## config.mk

```make
export PLATFORM = sky130hd
export DESIGN_NAME = burst_wait_seq
export DESIGN_NICKNAME = d
export VERILOG_FILES = /design/src/rtl/bws_pkg.sv /design/src/rtl/bws_cfg_latch.sv /design/src/rtl/bws_beat_timer.sv /design/src/rtl/bws_stall_pipe.sv /design/src/rtl/bws_addr_ctr.sv /design/src/rtl/burst_wait_seq.sv
export SDC_FILE = /design/constraint.sdc
export NUM_CORES = 1
export LEC_CHECK = 0
export ABC_AREA = 1
export BUFFER_PORTS_ARGS = -buffer_cell sky130_fd_sc_hd__clkbuf_2
export CAP_MARGIN = 5
export CELL_PAD_IN_SITES_DETAIL_PLACEMENT = 1
export CELL_PAD_IN_SITES_GLOBAL_PLACEMENT = 2
export CORE_UTILIZATION = 27
export CTS_CLUSTER_DIAMETER = 100
export CTS_CLUSTER_SIZE = 16
export DETAILED_ROUTE_END_ITERATION = 16
export GPL_ROUTABILITY_DRIVEN = 0
export PLACE_DENSITY = 0.85
export SLEW_MARGIN = 15
export SYNTH_ARGS = -nofsm -noshare
export SYNTH_HDL_FRONTEND = slang
export SYNTH_SLANG_ARGS = --single-unit
```

## constraint.sdc

```tcl
create_clock -name clk -period 1.57 [get_ports clk]
set_input_delay 0.314 -clock clk [delete_from_list [all_inputs] [get_ports clk]]
set_output_delay 0.314 -clock clk [all_outputs]
set_load 0.1 [all_outputs]
```

## src/rtl/bws_pkg.sv

```systemverilog
package bws_pkg;

  // Configuration captured when a burst starts
  typedef struct packed {
    logic pol;    // 1: WAIT active high
    logic hold2;  // 1: two clocks per data cycle
    logic early;  // 1: WAIT leads the stall by one data cycle
  } bws_cfg_t;

  // True on the last clock of a data cycle
  function automatic logic last_phase(input logic hold2, input logic ph);
    return hold2 ? ph : 1'b1;
  endfunction

  // Apply polarity to an active-high wait request
  function automatic logic wait_level(input logic pol, input logic req);
    return pol ? req : ~req;
  endfunction

endpackage

```

## src/rtl/bws_cfg_latch.sv

```systemverilog
module bws_cfg_latch
  import bws_pkg::*;
(
  input  logic     clk,
  input  logic     rst_n,
  input  logic     start_i,
  input  logic     busy_i,
  input  bws_cfg_t cfg_i,
  input  logic     seq_i,
  output bws_cfg_t cfg_o,
  output logic     unsup_o
);
  bws_cfg_t cfg_q;
  logic     unsup_q;

  always_ff @(posedge clk or negedge rst_n) begin
    if (!rst_n) begin
      cfg_q   <= '0;
      unsup_q <= 1'b0;
    end else if (start_i) begin
      cfg_q <= cfg_i;
      if (!seq_i) unsup_q <= 1'b1;
    end
  end

  assign cfg_o   = cfg_q;
  assign unsup_o = unsup_q;


  cfg_hold_chk: assert property (@(posedge clk) disable iff (!rst_n)
    (!start_i && busy_i) |=> $stable(cfg_q));


  unsup_sticky_chk: assert property (@(posedge clk) disable iff (!rst_n)
    unsup_q |=> unsup_q);

endmodule

```

## src/rtl/bws_beat_timer.sv

```systemverilog
module bws_beat_timer
  import bws_pkg::*;
(
  input  logic clk,
  input  logic rst_n,
  input  logic start_i,
  input  logic busy_i,
  input  logic hold2_i,
  output logic bnd_o
);
  logic ph_q;
  logic bnd;

  assign bnd   = busy_i && !start_i && last_phase(hold2_i, ph_q);
  assign bnd_o = bnd;

  always_ff @(posedge clk or negedge rst_n) begin
    if (!rst_n)       ph_q <= 1'b0;
    else if (start_i) ph_q <= 1'b0;
    else if (busy_i)  ph_q <= bnd ? 1'b0 : ph_q + 1'b1;
  end


  one_clock_phase_chk: assert property (@(posedge clk) disable iff (!rst_n)
    (busy_i && !hold2_i) |-> (ph_q == 1'b0));


  two_clock_alt_chk: assert property (@(posedge clk) disable iff (!rst_n)
    (busy_i && hold2_i && !start_i && !ph_q) |=> (ph_q || !busy_i || $past(start_i)));

endmodule

```

## src/rtl/bws_stall_pipe.sv

```systemverilog
module bws_stall_pipe (
  input  logic clk,
  input  logic rst_n,
  input  logic start_i,
  input  logic bnd_i,
  input  logic stall_i,
  output logic pend_o,
  output logic cur_o
);
  logic pend_q, cur_q;

  always_ff @(posedge clk or negedge rst_n) begin
    if (!rst_n) begin
      pend_q <= 1'b0;
      cur_q  <= 1'b0;
    end else if (start_i) begin
      pend_q <= 1'b0;
      cur_q  <= 1'b0;
    end else if (bnd_i) begin
      cur_q  <= pend_q;
      pend_q <= stall_i;
    end
  end

  assign pend_o = pend_q;
  assign cur_o  = cur_q;


  stall_advance_chk: assert property (@(posedge clk) disable iff (!rst_n)
    (bnd_i && !start_i) |=> (cur_q == $past(pend_q)));


  restart_clear_chk: assert property (@(posedge clk) disable iff (!rst_n)
    start_i |=> (!cur_q && !pend_q));

endmodule

```

## src/rtl/bws_addr_ctr.sv

```systemverilog
module bws_addr_ctr #(
  parameter int ADDR_W    = 8,
  parameter int BURST_LEN = 8
) (
  input  logic              clk,
  input  logic              rst_n,
  input  logic              start_i,
  input  logic [ADDR_W-1:0] start_addr_i,
  input  logic              bnd_i,
  input  logic              cur_wait_i,
  output logic [ADDR_W-1:0] addr_o,
  output logic              busy_o
);
  localparam int CW = $clog2(BURST_LEN + 1);

  logic [ADDR_W-1:0] addr_q;
  logic [CW-1:0]     cnt_q;
  logic              busy_q;
  logic              word_done;

  assign word_done = bnd_i && !cur_wait_i;

  always_ff @(posedge clk or negedge rst_n) begin
    if (!rst_n) begin
      addr_q <= '0;
      cnt_q  <= '0;
      busy_q <= 1'b0;
    end else if (start_i) begin
      addr_q <= start_addr_i;
      cnt_q  <= '0;
      busy_q <= 1'b1;
    end else if (word_done) begin
      addr_q <= addr_q + 1'b1;
      cnt_q  <= cnt_q + 1'b1;
      if (cnt_q == CW'(BURST_LEN - 1)) busy_q <= 1'b0;
    end
  end

  assign addr_o = addr_q;
  assign busy_o = busy_q;


  addr_hold_chk: assert property (@(posedge clk) disable iff (!rst_n)
    (!start_i && !word_done) |=> $stable(addr_q));


  restart_addr_chk: assert property (@(posedge clk) disable iff (!rst_n)
    start_i |=> (busy_q && addr_q == $past(start_addr_i)));


  cnt_range_chk: assert property (@(posedge clk) disable iff (!rst_n)
    busy_q |-> (cnt_q < CW'(BURST_LEN)));

endmodule

```

## src/rtl/burst_wait_seq.sv

```systemverilog
module burst_wait_seq
  import bws_pkg::*;
#(
  parameter int ADDR_W    = 8,
  parameter int DATA_W    = 16,
  parameter int BURST_LEN = 8
) (
  input  logic              clk,
  input  logic              rst_n,
  input  logic              start_i,
  input  logic [ADDR_W-1:0] start_addr_i,
  input  logic              cfg_wait_pol_i,
  input  logic              cfg_hold2_i,
  input  logic              cfg_early_i,
  input  logic              cfg_seq_i,
  input  logic              stall_i,
  input  logic [DATA_W-1:0] arr_data_i,
  output logic [ADDR_W-1:0] addr_o,
  output logic              dvalid_o,
  output logic [DATA_W-1:0] data_o,
  output logic              wait_o,
  output logic              unsup_o
);
  bws_cfg_t cfg_in, cfg;
  logic busy, bnd, pend_wait, cur_wait, wait_req, pol_now, dvalid;
  logic [DATA_W-1:0] data_q;

  assign cfg_in = '{pol: cfg_wait_pol_i, hold2: cfg_hold2_i, early: cfg_early_i};

  bws_cfg_latch u_cfg (
    .clk(clk), .rst_n(rst_n), .start_i(start_i), .busy_i(busy),
    .cfg_i(cfg_in), .seq_i(cfg_seq_i), .cfg_o(cfg), .unsup_o(unsup_o)
  );

  bws_beat_timer u_timer (
    .clk(clk), .rst_n(rst_n), .start_i(start_i), .busy_i(busy),
    .hold2_i(cfg.hold2), .bnd_o(bnd)
  );

  bws_stall_pipe u_stall (
    .clk(clk), .rst_n(rst_n), .start_i(start_i), .bnd_i(bnd),
    .stall_i(stall_i), .pend_o(pend_wait), .cur_o(cur_wait)
  );

  bws_addr_ctr #(.ADDR_W(ADDR_W), .BURST_LEN(BURST_LEN)) u_addr (
    .clk(clk), .rst_n(rst_n), .start_i(start_i), .start_addr_i(start_addr_i),
    .bnd_i(bnd), .cur_wait_i(cur_wait), .addr_o(addr_o), .busy_o(busy)
  );

  assign dvalid   = busy && !cur_wait;
  assign wait_req = busy && (cfg.early ? pend_wait : cur_wait);
  assign pol_now  = busy ? cfg.pol : cfg_wait_pol_i;

  always_ff @(posedge clk or negedge rst_n) begin
    if (!rst_n)      data_q <= '0;
    else if (dvalid) data_q <= arr_data_i;
  end

  assign dvalid_o = dvalid;
  assign data_o   = dvalid ? arr_data_i : data_q;
  assign wait_o   = wait_level(pol_now, wait_req);


  late_wait_chk: assert property (@(posedge clk) disable iff (!rst_n)
    (busy && !cfg.early && dvalid_o) |-> (wait_o == !cfg.pol));


  idle_wait_chk: assert property (@(posedge clk) disable iff (!rst_n)
    !busy |-> (wait_o == !cfg_wait_pol_i && !dvalid_o));


  stall_data_hold_chk: assert property (@(posedge clk) disable iff (!rst_n)
    (dvalid_o && !start_i) ##1 !dvalid_o |-> (data_o == $past(data_o)));

endmodule

```

==> impl_metrics.toml <==
[routing]
wl_per_cell_um = 13.8
totalWireLength_um = 4980
antenna_left = 0
dr.pass1.iters = 4
drt-vias-per-instance = 4.45
num_vias = 1608
first_iter_violations = 47
remaining_drc_errors = 0

[global_routing]
antenna_found_initial = 0
track_usage_pct = 16.8
grt_max_degree = 37
grt_pass1_vias = 1685
grt_overflow_total = 0
grt_pass1_wl_um = 8200

[power_and_ir_drop]
switchingPower_w = 0.00150
power_density_nw_per_um2 = 1250
p_leak_nw = 1.37
power.share.clock_pct = 23.4
p_comb_share_pct = 44.2
p_sw_share_pct = 43.0
power_w = 0.00349
p_int_w = 0.00199
p_seq_share_pct = 32.4
ir_worst_vdd_v = 0.000497

[yosys]
ys_seq_area_share_pct = 53.5
ys_ff_latch = 36
synth.area.top_cells = "dfrtp_1 53%, nand2_1 22%, nand3_1 4.2%, inv_1 2.7%, nor2_1 2.4%"
syn_area_per_cell_sq_um = 8.06
syn_area_sq_um = 1690
synthCells = 209
synth.top_cell.area_share_pct = 53.5
synth_top_cell_by_area = "dfrtp_1"
synth_cell_type_count = 25
yosys_warnings = 0
synth_nets = 243

[layout]
finalCoreUtilization_pct = 46.8
syn_to_final_growth_pct = 65.5
n_antenna_cell = 0
nFillCells = 703
fin_nets = 319
drive_above_1_share_pct = 45.5
seq_area_sq_um = 910
multi_input_area_sq_um = 885

[floorplan]
initial_utilization_pct = 28.3
num_io_pins = 59
coreArea_sq_um = 5960
die_w_um = 81.0
rows = 28
die_area_sq_um = 6560
die_h_um = 81.0

[placement]
port_buffers = 58
place_hpwl_um = 3490

[setup_path]
cp.arrival_ns = 1.46
cp_slowest_cell = "dfrtp_1"
crit_fanout = 8
cp_cell_sequence = "nor2_4 > buf_12 > buf_16 > nand2_2 > nand2_2 > buf_12"
worst_ep_required_time_ns = 1.26
r2r_setup_slack_ns = 0.12
r2r-end = "u_addr.addr_o[1]"
cp-end-kind = "primary output"
max_stage_delay_ns = 0.43
crit_type = "flop to primary output"
cp-start-kind = "flop"
r2r-start = "u_addr.busy_o"
worst_r2r_path_depth = 9

[sta]
max_clock_freq_mhz = 562
relSlewSlack_pct = 63.0
fin_crit_sh_pct = 113
min_period_ns = 1.78
grt_setup_unrepaired = "true"
drv_slew = 0
setup-violations-final = 18
setup_ws_ns = -0.208
worst_slew_pin_slew_ns = 0.557
hold_violations = 0
tns_ns = -3.39
fin_worst_skew_ns = 0.00626

[clock_network]
cts_buffers = 5
clk_pin_slew_ns = 0.07
cts_sinks = 36
cts_tree = "done"
hold_buffers = 0
root_buffer = "clkbuf_8"
htree_num_levels = 2
clockBufferDepth = 2
clk_latency_ns = 0.29

[hold_path]
hp-class = "input pin to async pin"

[outcome]
outcome = "finished, violations left"
violations = "setup timing"

[run]
max_cap_viol_count = 0
[synth_stat cells, drive strengths merged]
cell type and count:
inv 16, o21bai 2, xnor2 1, o21ai 7, nand2 100, a21oi 3, buf 4, ha 2
nor3 1, dfrtp 36, nand3 15, o22ai 1, or2 2, o211ai 2, o31ai 1, nor2 14
xor2 2
[critical path: cells and delay by family (launching register included)]
kind                   cells  cell delay, ns
and+or+nand+nor            3            0.30
DFF                        1            0.43
buffers and inverters      3            0.44
[what timing repair did]
| item | 4_1_cts | 5_1_grt |
|---|---|---|
| pin swaps | 5 | 9 |
| endpoints found under the setup margin | 18 | 18 |
| gates cloned | 1 | 0 |
| resized for setup | 15 | 12 |
| setup buffers | 9 | 2 |
[routing by layer]
| metal | up-vias | wire length [um] | global-route usage, % |
|---|---|---|---|
| li1 | 804 | - | - |
| met1 | 783 | 2160 | 20.3 |
| met2 | 16 | 2700 | 30.4 |
| met3 | 5 | 63 | 2.36 |
| met4 | 0 | 58 | 5.36 |
| met5 | - | 0 | 0 |
[worst max path at each step]
stage,slack (ns),to,cells past startpoint,from
after floorplan,-0.14,wait_o,2,u_stall.cur_o
after global placement,0.008,data_o[10],6,u_addr.busy_o
after detailed placement,-0.03,data_o[10],6,u_addr.busy_o
after CTS,-0.20,data_o[1],7,u_addr.busy_o
after global routing,-0.27,data_o[15],7,u_addr.busy_o
final,-0.21,data_o[3],6,u_stall.cur_o
[flip-flops by register name (all words and copies together), names as in the netlist]
name            cells
data_q             16
u_addr.addr_o       8
u_addr.busy_o       1
u_addr.cnt_q        4
u_cfg.cfg_o         3
u_cfg.unsup_o       1
u_stall.cur_o       1
u_stall.pend_o      1
u_timer.ph_q        1
[cell usage in the layout, fill, tap and decap left out, drive strengths merged]
cell    count
nand2     100
clkbuf     41
buf        38
dfrtp      36
inv        16
nand3      15
nor2       14
o21ai       7
a21oi       3
o211ai      2
o21bai      2
ha          2
xor2        2
or2         2
o31ai       1
nor3        1
o22ai       1
xnor2       1
clkinv      1
bufinv      1
[area by class of cell]
class	instances	area share, %
well taps	75	3.36
repair buffers	73	26.0
clock inverters	2	1.26
inverters	16	2.42
clock buffers	6	2.60
multi-input cells	153	31.7
flip-flops and latches	36	32.6
[metrics by stage]
step / hold slack [ns] / setup slack (ns) / std cells / area (sq um)
floorplan: 0.0184 / -0.138 / 209 / 1820
global placement: 0.394 / 0.00807 / 342 / 2490
detailed placement: 0.399 / -0.0349 / 342 / 2490
CTS: 0.0784 / -0.201 / 360 / 2750
global route: 0.0944 / -0.275 / 361 / 2790
finish: 0.0645 / -0.208 / 361 / 2790
[kinds of logic (layout without fill, tap and decap cells)]
family	after synthesis	count (layout)	synth area share, %
simple gates	132	132	32.8
flops	36	36	53.5
buf+inv	20	97	5.12
compound gates	16	16	5.57
xor+xnor	3	3	1.56
fa+ha+maj	2	2	1.48
[power by group through the flow]
stage | Combinational [W] | Sequential (W) | Clock [W]
detailed placement | 0.00148 | 0.00115 | 0
floorplan | 0.000738 | 0.00140 | 0
global route | 0.00162 | 0.00115 | 0.000879
finish | 0.00154 | 0.00113 | 0.000815
global placement | 0.00146 | 0.00114 | 0
CTS | 0.00154 | 0.00113 | 0.000840
Note: power is estimated with default switching activity, not from simulation.
